File: src/rtl/mdm_pkg.sv
package mdm_pkg;

    localparam int LINE_W = 4;
    localparam int CTRL_W = 5;
    localparam int BYTE_W = 8;

    // Status line order matches status byte bits 7:4
    typedef struct packed {
        logic dcd;
        logic ri;
        logic dsr;
        logic cts;
    } mdm_lines_t;

    // Control order matches control byte bits 4:0
    typedef struct packed {
        logic loop_en;
        logic aux2;
        logic aux1;
        logic rts;
        logic dtr;
    } mdm_ctrl_t;

    localparam mdm_lines_t LINES_RST = '{dcd: 1'b1, ri: 1'b0, dsr: 1'b1, cts: 1'b1};
    localparam mdm_ctrl_t  CTRL_RST  = '{loop_en: 1'b0, aux2: 1'b1, aux1: 1'b0,
                                         rts: 1'b0, dtr: 1'b0};

    // Lines seen by the status logic when outputs are folded back
    function automatic mdm_lines_t loop_lines(input mdm_ctrl_t c);
        mdm_lines_t l;
        l.dcd = c.aux2;
        l.ri  = c.aux1;
        l.dsr = c.dtr;
        l.cts = c.rts;
        return l;
    endfunction

    // Change flags: {carrier, ring falling, data-set-ready, clear-to-send}
    function automatic logic [LINE_W-1:0] change_of(input mdm_lines_t prev,
                                                    input mdm_lines_t next);
        logic [LINE_W-1:0] d;
        d[3] = prev.dcd ^ next.dcd;
        d[2] = prev.ri & ~next.ri;
        d[1] = prev.dsr ^ next.dsr;
        d[0] = prev.cts ^ next.cts;
        return d;
    endfunction

endpackage

File: src/rtl/mdm_sync.sv
module mdm_sync #(
    parameter int WIDTH  = 4,
    parameter int STAGES = 2,
    parameter logic [WIDTH-1:0] RST_VAL = '0
) (
    input  logic             clk,
    input  logic             rst,
    input  logic [WIDTH-1:0] d,
    output logic [WIDTH-1:0] q
);
    logic [WIDTH-1:0] stage_q [STAGES];

    generate
        for (genvar s = 0; s < STAGES; s++) begin : g_stage
            if (s == 0) begin : g_first
                always_ff @(posedge clk) begin
                    if (rst) stage_q[s] <= RST_VAL;
                    else     stage_q[s] <= d;
                end
            end else begin : g_next
                always_ff @(posedge clk) begin
                    if (rst) stage_q[s] <= RST_VAL;
                    else     stage_q[s] <= stage_q[s-1];
                end
            end
        end
    endgenerate

    assign q = stage_q[STAGES-1];
endmodule

File: src/rtl/mdm_ctrl_reg.sv
module mdm_ctrl_reg
    import mdm_pkg::*;
(
    input  logic              clk,
    input  logic              rst,
    input  logic              wr_en,
    input  logic [BYTE_W-1:0] wr_data,
    output mdm_ctrl_t         ctrl_q
);
    logic unused_hi;
    assign unused_hi = ^wr_data[BYTE_W-1:CTRL_W];

    always_ff @(posedge clk) begin
        if (rst)        ctrl_q <= CTRL_RST;
        else if (wr_en) ctrl_q <= mdm_ctrl_t'(wr_data[CTRL_W-1:0]);
    end
endmodule

File: src/rtl/mdm_delta.sv
module mdm_delta
    import mdm_pkg::*;
(
    input  logic              clk,
    input  logic              rst,
    input  mdm_lines_t        lines_in,
    input  logic              clr,
    output mdm_lines_t        lvl_q,
    output logic [LINE_W-1:0] delta_q
);
    logic [LINE_W-1:0] delta_kept;

    assign delta_kept = clr ? '0 : delta_q;

    always_ff @(posedge clk) begin
        if (rst) begin
            lvl_q   <= LINES_RST;
            delta_q <= '0;
        end else begin
            lvl_q   <= lines_in;
            delta_q <= delta_kept | change_of(lvl_q, lines_in);
        end
    end
endmodule

File: src/rtl/mdm_status_ctl.sv
module mdm_status_ctl
    import mdm_pkg::*;
#(
    parameter int SYNC_STAGES = 2
) (
    input  logic       clk,
    input  logic       rst,
    input  logic       reg_sel,
    input  logic       reg_wr,
    input  logic       reg_rd,
    input  logic [7:0] wr_data,
    output logic [7:0] rd_data,
    input  logic       in_cts,
    input  logic       in_dsr,
    input  logic       in_ri,
    input  logic       in_dcd,
    output logic       out_dtr,
    output logic       out_rts,
    output logic       out_aux1,
    output logic       out_aux2,
    output logic       loop_mode,
    output logic       modem_irq
);
    mdm_ctrl_t         ctrl_q;
    mdm_lines_t        pins_raw;
    logic [LINE_W-1:0] pins_sync;
    mdm_lines_t        lines_sel;
    mdm_lines_t        lvl_q;
    logic [LINE_W-1:0] delta_q;
    logic [BYTE_W-1:0] status_q;

    assign pins_raw = '{dcd: in_dcd, ri: in_ri, dsr: in_dsr, cts: in_cts};

    mdm_ctrl_reg u_ctrl (
        .clk     (clk),
        .rst     (rst),
        .wr_en   (reg_wr & ~reg_sel),
        .wr_data (wr_data),
        .ctrl_q  (ctrl_q)
    );

    mdm_sync #(
        .WIDTH   (LINE_W),
        .STAGES  (SYNC_STAGES),
        .RST_VAL (LINES_RST)
    ) u_sync (
        .clk (clk),
        .rst (rst),
        .d   (pins_raw),
        .q   (pins_sync)
    );

    assign lines_sel = ctrl_q.loop_en ? loop_lines(ctrl_q) : mdm_lines_t'(pins_sync);

    mdm_delta u_delta (
        .clk      (clk),
        .rst      (rst),
        .lines_in (lines_sel),
        .clr      (reg_rd & reg_sel),
        .lvl_q    (lvl_q),
        .delta_q  (delta_q)
    );

    assign status_q  = {lvl_q, delta_q};
    assign rd_data   = reg_sel ? status_q : {{(BYTE_W-CTRL_W){1'b0}}, ctrl_q};
    assign out_dtr   = ctrl_q.dtr & ~ctrl_q.loop_en;
    assign out_rts   = ctrl_q.rts & ~ctrl_q.loop_en;
    assign out_aux1  = ctrl_q.aux1;
    assign out_aux2  = ctrl_q.aux2;
    assign loop_mode = ctrl_q.loop_en;
    assign modem_irq = |delta_q;
endmodule

File: config.mk
export PLATFORM = sky130hd
export DESIGN_NAME = mdm_status_ctl
export DESIGN_NICKNAME = d
export VERILOG_FILES = /design/src/rtl/mdm_pkg.sv /design/src/rtl/mdm_sync.sv /design/src/rtl/mdm_ctrl_reg.sv /design/src/rtl/mdm_delta.sv /design/src/rtl/mdm_status_ctl.sv
export SDC_FILE = /design/constraint.sdc
export NUM_CORES = 1
export LEC_CHECK = 0
export BUFFER_PORTS_ARGS = -buffer_cell sky130_fd_sc_hd__buf_2
export CORE_MARGIN = 3
export CORE_UTILIZATION = 50
export CTS_CLUSTER_SIZE = 40
export DETAILED_ROUTE_END_ITERATION = 10
export PLACE_DENSITY = 0.84
export SLEW_MARGIN = 10
export SYNTH_ARGS = -nofsm -noshare
export SYNTH_HDL_FRONTEND = slang
export SYNTH_SLANG_ARGS = --single-unit
File: constraint.sdc
create_clock -name clk -period 1.6 [get_ports clk]
set_input_delay 0.16 -clock clk [delete_from_list [all_inputs] [get_ports clk]]
set_output_delay 0.16 -clock clk [all_outputs]
set_load 0.03 [all_outputs]
; ---- After elaboration in Yosys (flattened, before gate mapping)
; Memory sizes are Yosys's and may differ from the RTL's.
; Index checks and enable logic that the tools add are counted.
[classes]
add_sub_neg = 0
magnitude_cmp = 0
n_eq_ne = 0
reduce_logical = 1
n_mul = 0
div = 0
n_shift = 0
mux = 8
bitwise_logic = 14
[ops]
columns = operator, count
row1 = 4-bit 2-to-1 mux, 4
row2 = 8-bit 2-to-1 mux, 1
row3 = 1-bit bitwise AND, 5
row4 = 4-bit OR, 1
row5 = 4-bit OR reduction, 1
row6 = 1-bit 2-to-1 mux, 3
row7 = 1-bit inverter, 3
row8 = 1-bit XOR, 3
row9 = 1-bit OR, 2
[word_totals]
elab_cells = 34
latchBits = 0
n_memories = 1
ram_bits = 8
romBits = 0
output_inout_bits = 14
inputBits = 17
ff_bits = 13
[mem_list]
columns = name, words, word_bits, rd, rd_clocked_by_memory_dff, wr, line
row1 = u_sync.stage_q, 2, 4, 2, 0, 2, mdm_sync.sv:11  ; logic [WIDTH-1:0] stage_q [STAGES];

; ---- Logic depth before layout (Yosys ltp)
[logic_depth]
depth_word = 4
mapped_depth = 5
mapped_depth_nobuf = 3

; ---- Cells and area by module
; A second synthesis with hierarchy kept.
[unflattened]
cells_unflattened = 75
hier_area_um2 = 817.0
[modules_own_cells]
columns = mod, area_per_inst_um2, cells_per_inst, seq_area_each_um2, instances
row1 = mdm_delta, 262.8, 24, 160.2, 1
row2 = mdm_sync, 210.2, 16, 160.2, 1
row3 = mdm_ctrl_reg, 181.4, 16, 100.1, 1
row4 = mdm_status_ctl, 162.7, 19, 0.0, 1

; ---- Worst setup path after synthesis
; Ideal clock, no wire load.
[synth_timing]
path_kind = register to register
from = reg u_ctrl.ctrl_q[4] (netlist name)
to = reg u_delta.delta_q[3]
setup_ns = 0.132
path_slack_ns = 0.330
required_ns = 1.468
path_buffers = 1
stages_incl_launch_ff = 5
t_arrival_ns = 1.138
synth_period_minus_slack_ns = 1.270
cell_sequence = dfxtp_1 > buf_6 > mux2i_1 > xor2_1 > a21oi_1
[synth_between]
elab_chain_cells = 3
[synth_rtl]
columns = element, line
row1 = 4-bit 2-to-1 mux, mdm_status_ctl.sv:53  ; assign lines_sel = ctrl_q.loop_en ? loop_lines(ctrl_q) : mdm_lines_t'(pins_sync);
row2 = 1-bit XOR, mdm_pkg.sv:42  ; d[3] = prev.dcd ^ next.dcd;
row3 = 4-bit OR, mdm_delta.sv:21  ; delta_q <= delta_kept | change_of(lvl_q, lines_in);
row4 = to (signal assigned), mdm_delta.sv:21
row5 = to (decl), mdm_delta.sv:9  ; output logic [LINE_W-1:0] delta_q
; Every way passes these cells.
; A chain may end at the register's enable or synchronous reset.

; ---- Final worst setup path
[layout_timing]
from = reg u_delta.delta_q[1]
to = out modem_irq
[layout_between]
elab_chain_cells = 1
[layout_rtl]
columns = element, line
row1 = 4-bit OR reduction, mdm_status_ctl.sv:71  ; assign modem_irq = |delta_q;
row2 = to (decl), mdm_status_ctl.sv:22  ; output logic modem_irq
; Every way passes these cells.

==> results.sh <==
export IMPL_status="finished clean"
export IMPL_ir_worst_vdd_mv=0.8543
export IMPL_worstSetupStartpointType="flip-flop"
export IMPL_synth_fp_nets=93
export IMPL_tightest_slew_ps=404.0
export IMPL_die_y_um=46.67
export IMPL_cts_buffer_depth=2
export IMPL_globalRoute_busiestLayer="met2"
export IMPL_fin_skew_ps=2.298
export IMPL_synth_ff_type="dfxtp_1"
export IMPL_finalNetCount=120
export IMPL_cts_setup_buffers=0
export IMPL_met3_usage=0.05859
export IMPL_post_route_min_period_ps=1502
export IMPL_fill_cells=126
export IMPL_grt_max_degree=22
export IMPL_drc=0
export IMPL_arrival_ps=1340
export IMPL_fin_ws_ps=98.19
export IMPL_ctsHoldBuffers=0
export IMPL_dp_slack_ps=293.7
export IMPL_dr_pass1_iters=2
export IMPL_synth_edff_count=0
export IMPL_path_clk_slew_ps=100
export IMPL_ant_nets=0
export IMPL_ys_warn_count=0
export IMPL_synth_seq_cells=21
export IMPL_grt_ovfl_total=0
export IMPL_ioPinCount=31
export IMPL_ys_async_sr_fraction=0
export IMPL_cts_buffers_inserted=3
export IMPL_cts_repair_resized=0
export IMPL_core_area_sq_um=1524
export IMPL_cp_end_kind="output pin"
export IMPL_fmax_ghz=0.6659
export IMPL_maxCapViolations=0
export IMPL_io_buffer_count=27
export IMPL_critical_path_required_ps=1440
export IMPL_post_drt_via_cell_ratio=4.805
export IMPL_p_leak_nw=0.4394
export IMPL_gp_congestion=0.6911
export IMPL_grt_use_met1=0.1496
export IMPL_vias=567
export IMPL_ys_seq_area_frac=0.5083
export IMPL_grtUsageMet2=0.2527
export IMPL_drt_iter0_drc=3
export IMPL_period_share=0.9386
export IMPL_seq_area_sq_um=420.4
export IMPL_slew_headroom=0.7303
export IMPL_slew_viol_final=0
export IMPL_grt_pass1_vias=516
export IMPL_cts_tree="yes"
export IMPL_antenna_found_initial=0
export IMPL_final_util=0.6346
export IMPL_rows=14
export IMPL_setup_viol=0
export IMPL_ys_types=18
export IMPL_grt_pass1_wl_mm=2.118
export IMPL_grt_usage=0.1400
export IMPL_hp_class="input pin to flip-flop"
export IMPL_cts_max_level=1
export IMPL_multi_input_area_sq_um=365.4
export IMPL_hpwl_mm=1.011
export IMPL_syn_inst=76
export IMPL_routed_wl_mm=1.345
export IMPL_die_area_sq_um=2178
export IMPL_cts_sinks=21
export IMPL_wire_per_inst_um=11.40
export IMPL_finalHoldViolations=0
export IMPL_clk_latency_ps=290
export IMPL_area_delta_synth_final_pct=16.94
export IMPL_path_class="flip-flop to output pin"
export IMPL_tns_ps=0
export IMPL_layout_common_cells="buf_2 (27), dfxtp_1 (21), mux2i_1 (8)"
export IMPL_die_width_um=46.67
export IMPL_initial_core_util=0.5427
export IMPL_drive_gt1_frac=0.4510
export IMPL_final_common_cell="buf_2"
export IMPL_worstPathMaxFanout=3
export IMPL_cts_root_buf="clkbuf_4"
export IMPL_synth_area_sq_um=827.0
export IMPL_rsz0062_at_grt="no"
export IMPL_avgSynthCellArea_sq_um=10.88
export IMPL_p_per_area_nw_per_um2=1017
export IMPL_antenna_cells=0
==> registers in the layout (all words and copies together), names as in the netlist <==
signal           count
u_delta.delta_q      4
u_ctrl.ctrl_q        5
u_sync.stage_q       8
u_delta.lvl_q        4
==> stage by stage <==
| stage | hold WS [ps] | instance area (sq um) | power, mW | cells |
|---|---|---|---|---|
| final | 41.80 | 967.2 | 0.9833 | 118 |
| after CTS | 35.23 | 967.2 | 0.9955 | 118 |
| after global routing | 19.34 | 967.2 | 1.038 | 118 |
| after floorplan | 231.6 | 827.0 | 0.7152 | 76 |
| after global placement | 341.8 | 940.9 | 0.7545 | 114 |
| after detailed placement | 344.5 | 940.9 | 0.7595 | 114 |
==> metal layers <==
metal | routed length, um | part of all wire
met4 | 0 | 0
met5 | 0 | 0
met2 | 662 | 0.49
met3 | 121 | 0.090
met1 | 561 | 0.42
==> cell families after synthesis <==
group                     synth area share
xor gates and xnor gates           0.03178
AOI/OAI and AO/OA                  0.03782
muxes                               0.1649
DFF                                 0.5083
and+or+nand+nor                     0.2073
buffers and inverters              0.04992
==> worst max-delay path, stage by stage (launching register included) <==
cell     delay [ps]
dfxtp_1         340
or4_1           520
buf_2           190
==> where the power goes <==
part	internal (mW)	switching, mW
sequential	0.551	0.0187
combinational	0.0732	0.103
clock	0.0969	0.140
==> cell usage after synthesis, types with 3 or more instances <==
cell      number  share of area
or2_2          6          0.045
and2_2         3          0.027
mux2i_1        8          0.097
a21oi_1        3          0.018
nand2_1        4          0.018
nand2b_1       3          0.023
buf_6          3          0.041
dfxtp_1       21           0.51
nor2_1         6          0.027
xor2_1         3          0.032
mux2_2         5          0.068
nor2b_1        4          0.030
==> final cells by class <==
cell class,instances,area share
Multi-Input combinational cell,50,0.3777
Sequential cell,21,0.4347
Tap cell,16,0.02070
Clock buffer,4,0.02717
Timing Repair Buffer,27,0.1397
==> final timing paths <==
path                                                       from                               to  slack (ps)  cells past startpoint
worst max-delay path              u_delta.delta_q[1]$_SDFF_PP0_                        modem_irq         100                      2
worst min-delay path                                     in_dcd  u_sync.stage_q[0][3]$_SDFF_PP1_          40                      2
worst max register to register    u_ctrl.ctrl_q[4]$_SDFFE_PP0P_    u_delta.delta_q[3]$_SDFF_PP0_         290                      3
worst min register to register  u_sync.stage_q[0][0]$_SDFF_PP1_  u_sync.stage_q[1][0]$_SDFF_PP1_         420                      1
Note: power is estimated with default switching activity, not from simulation.
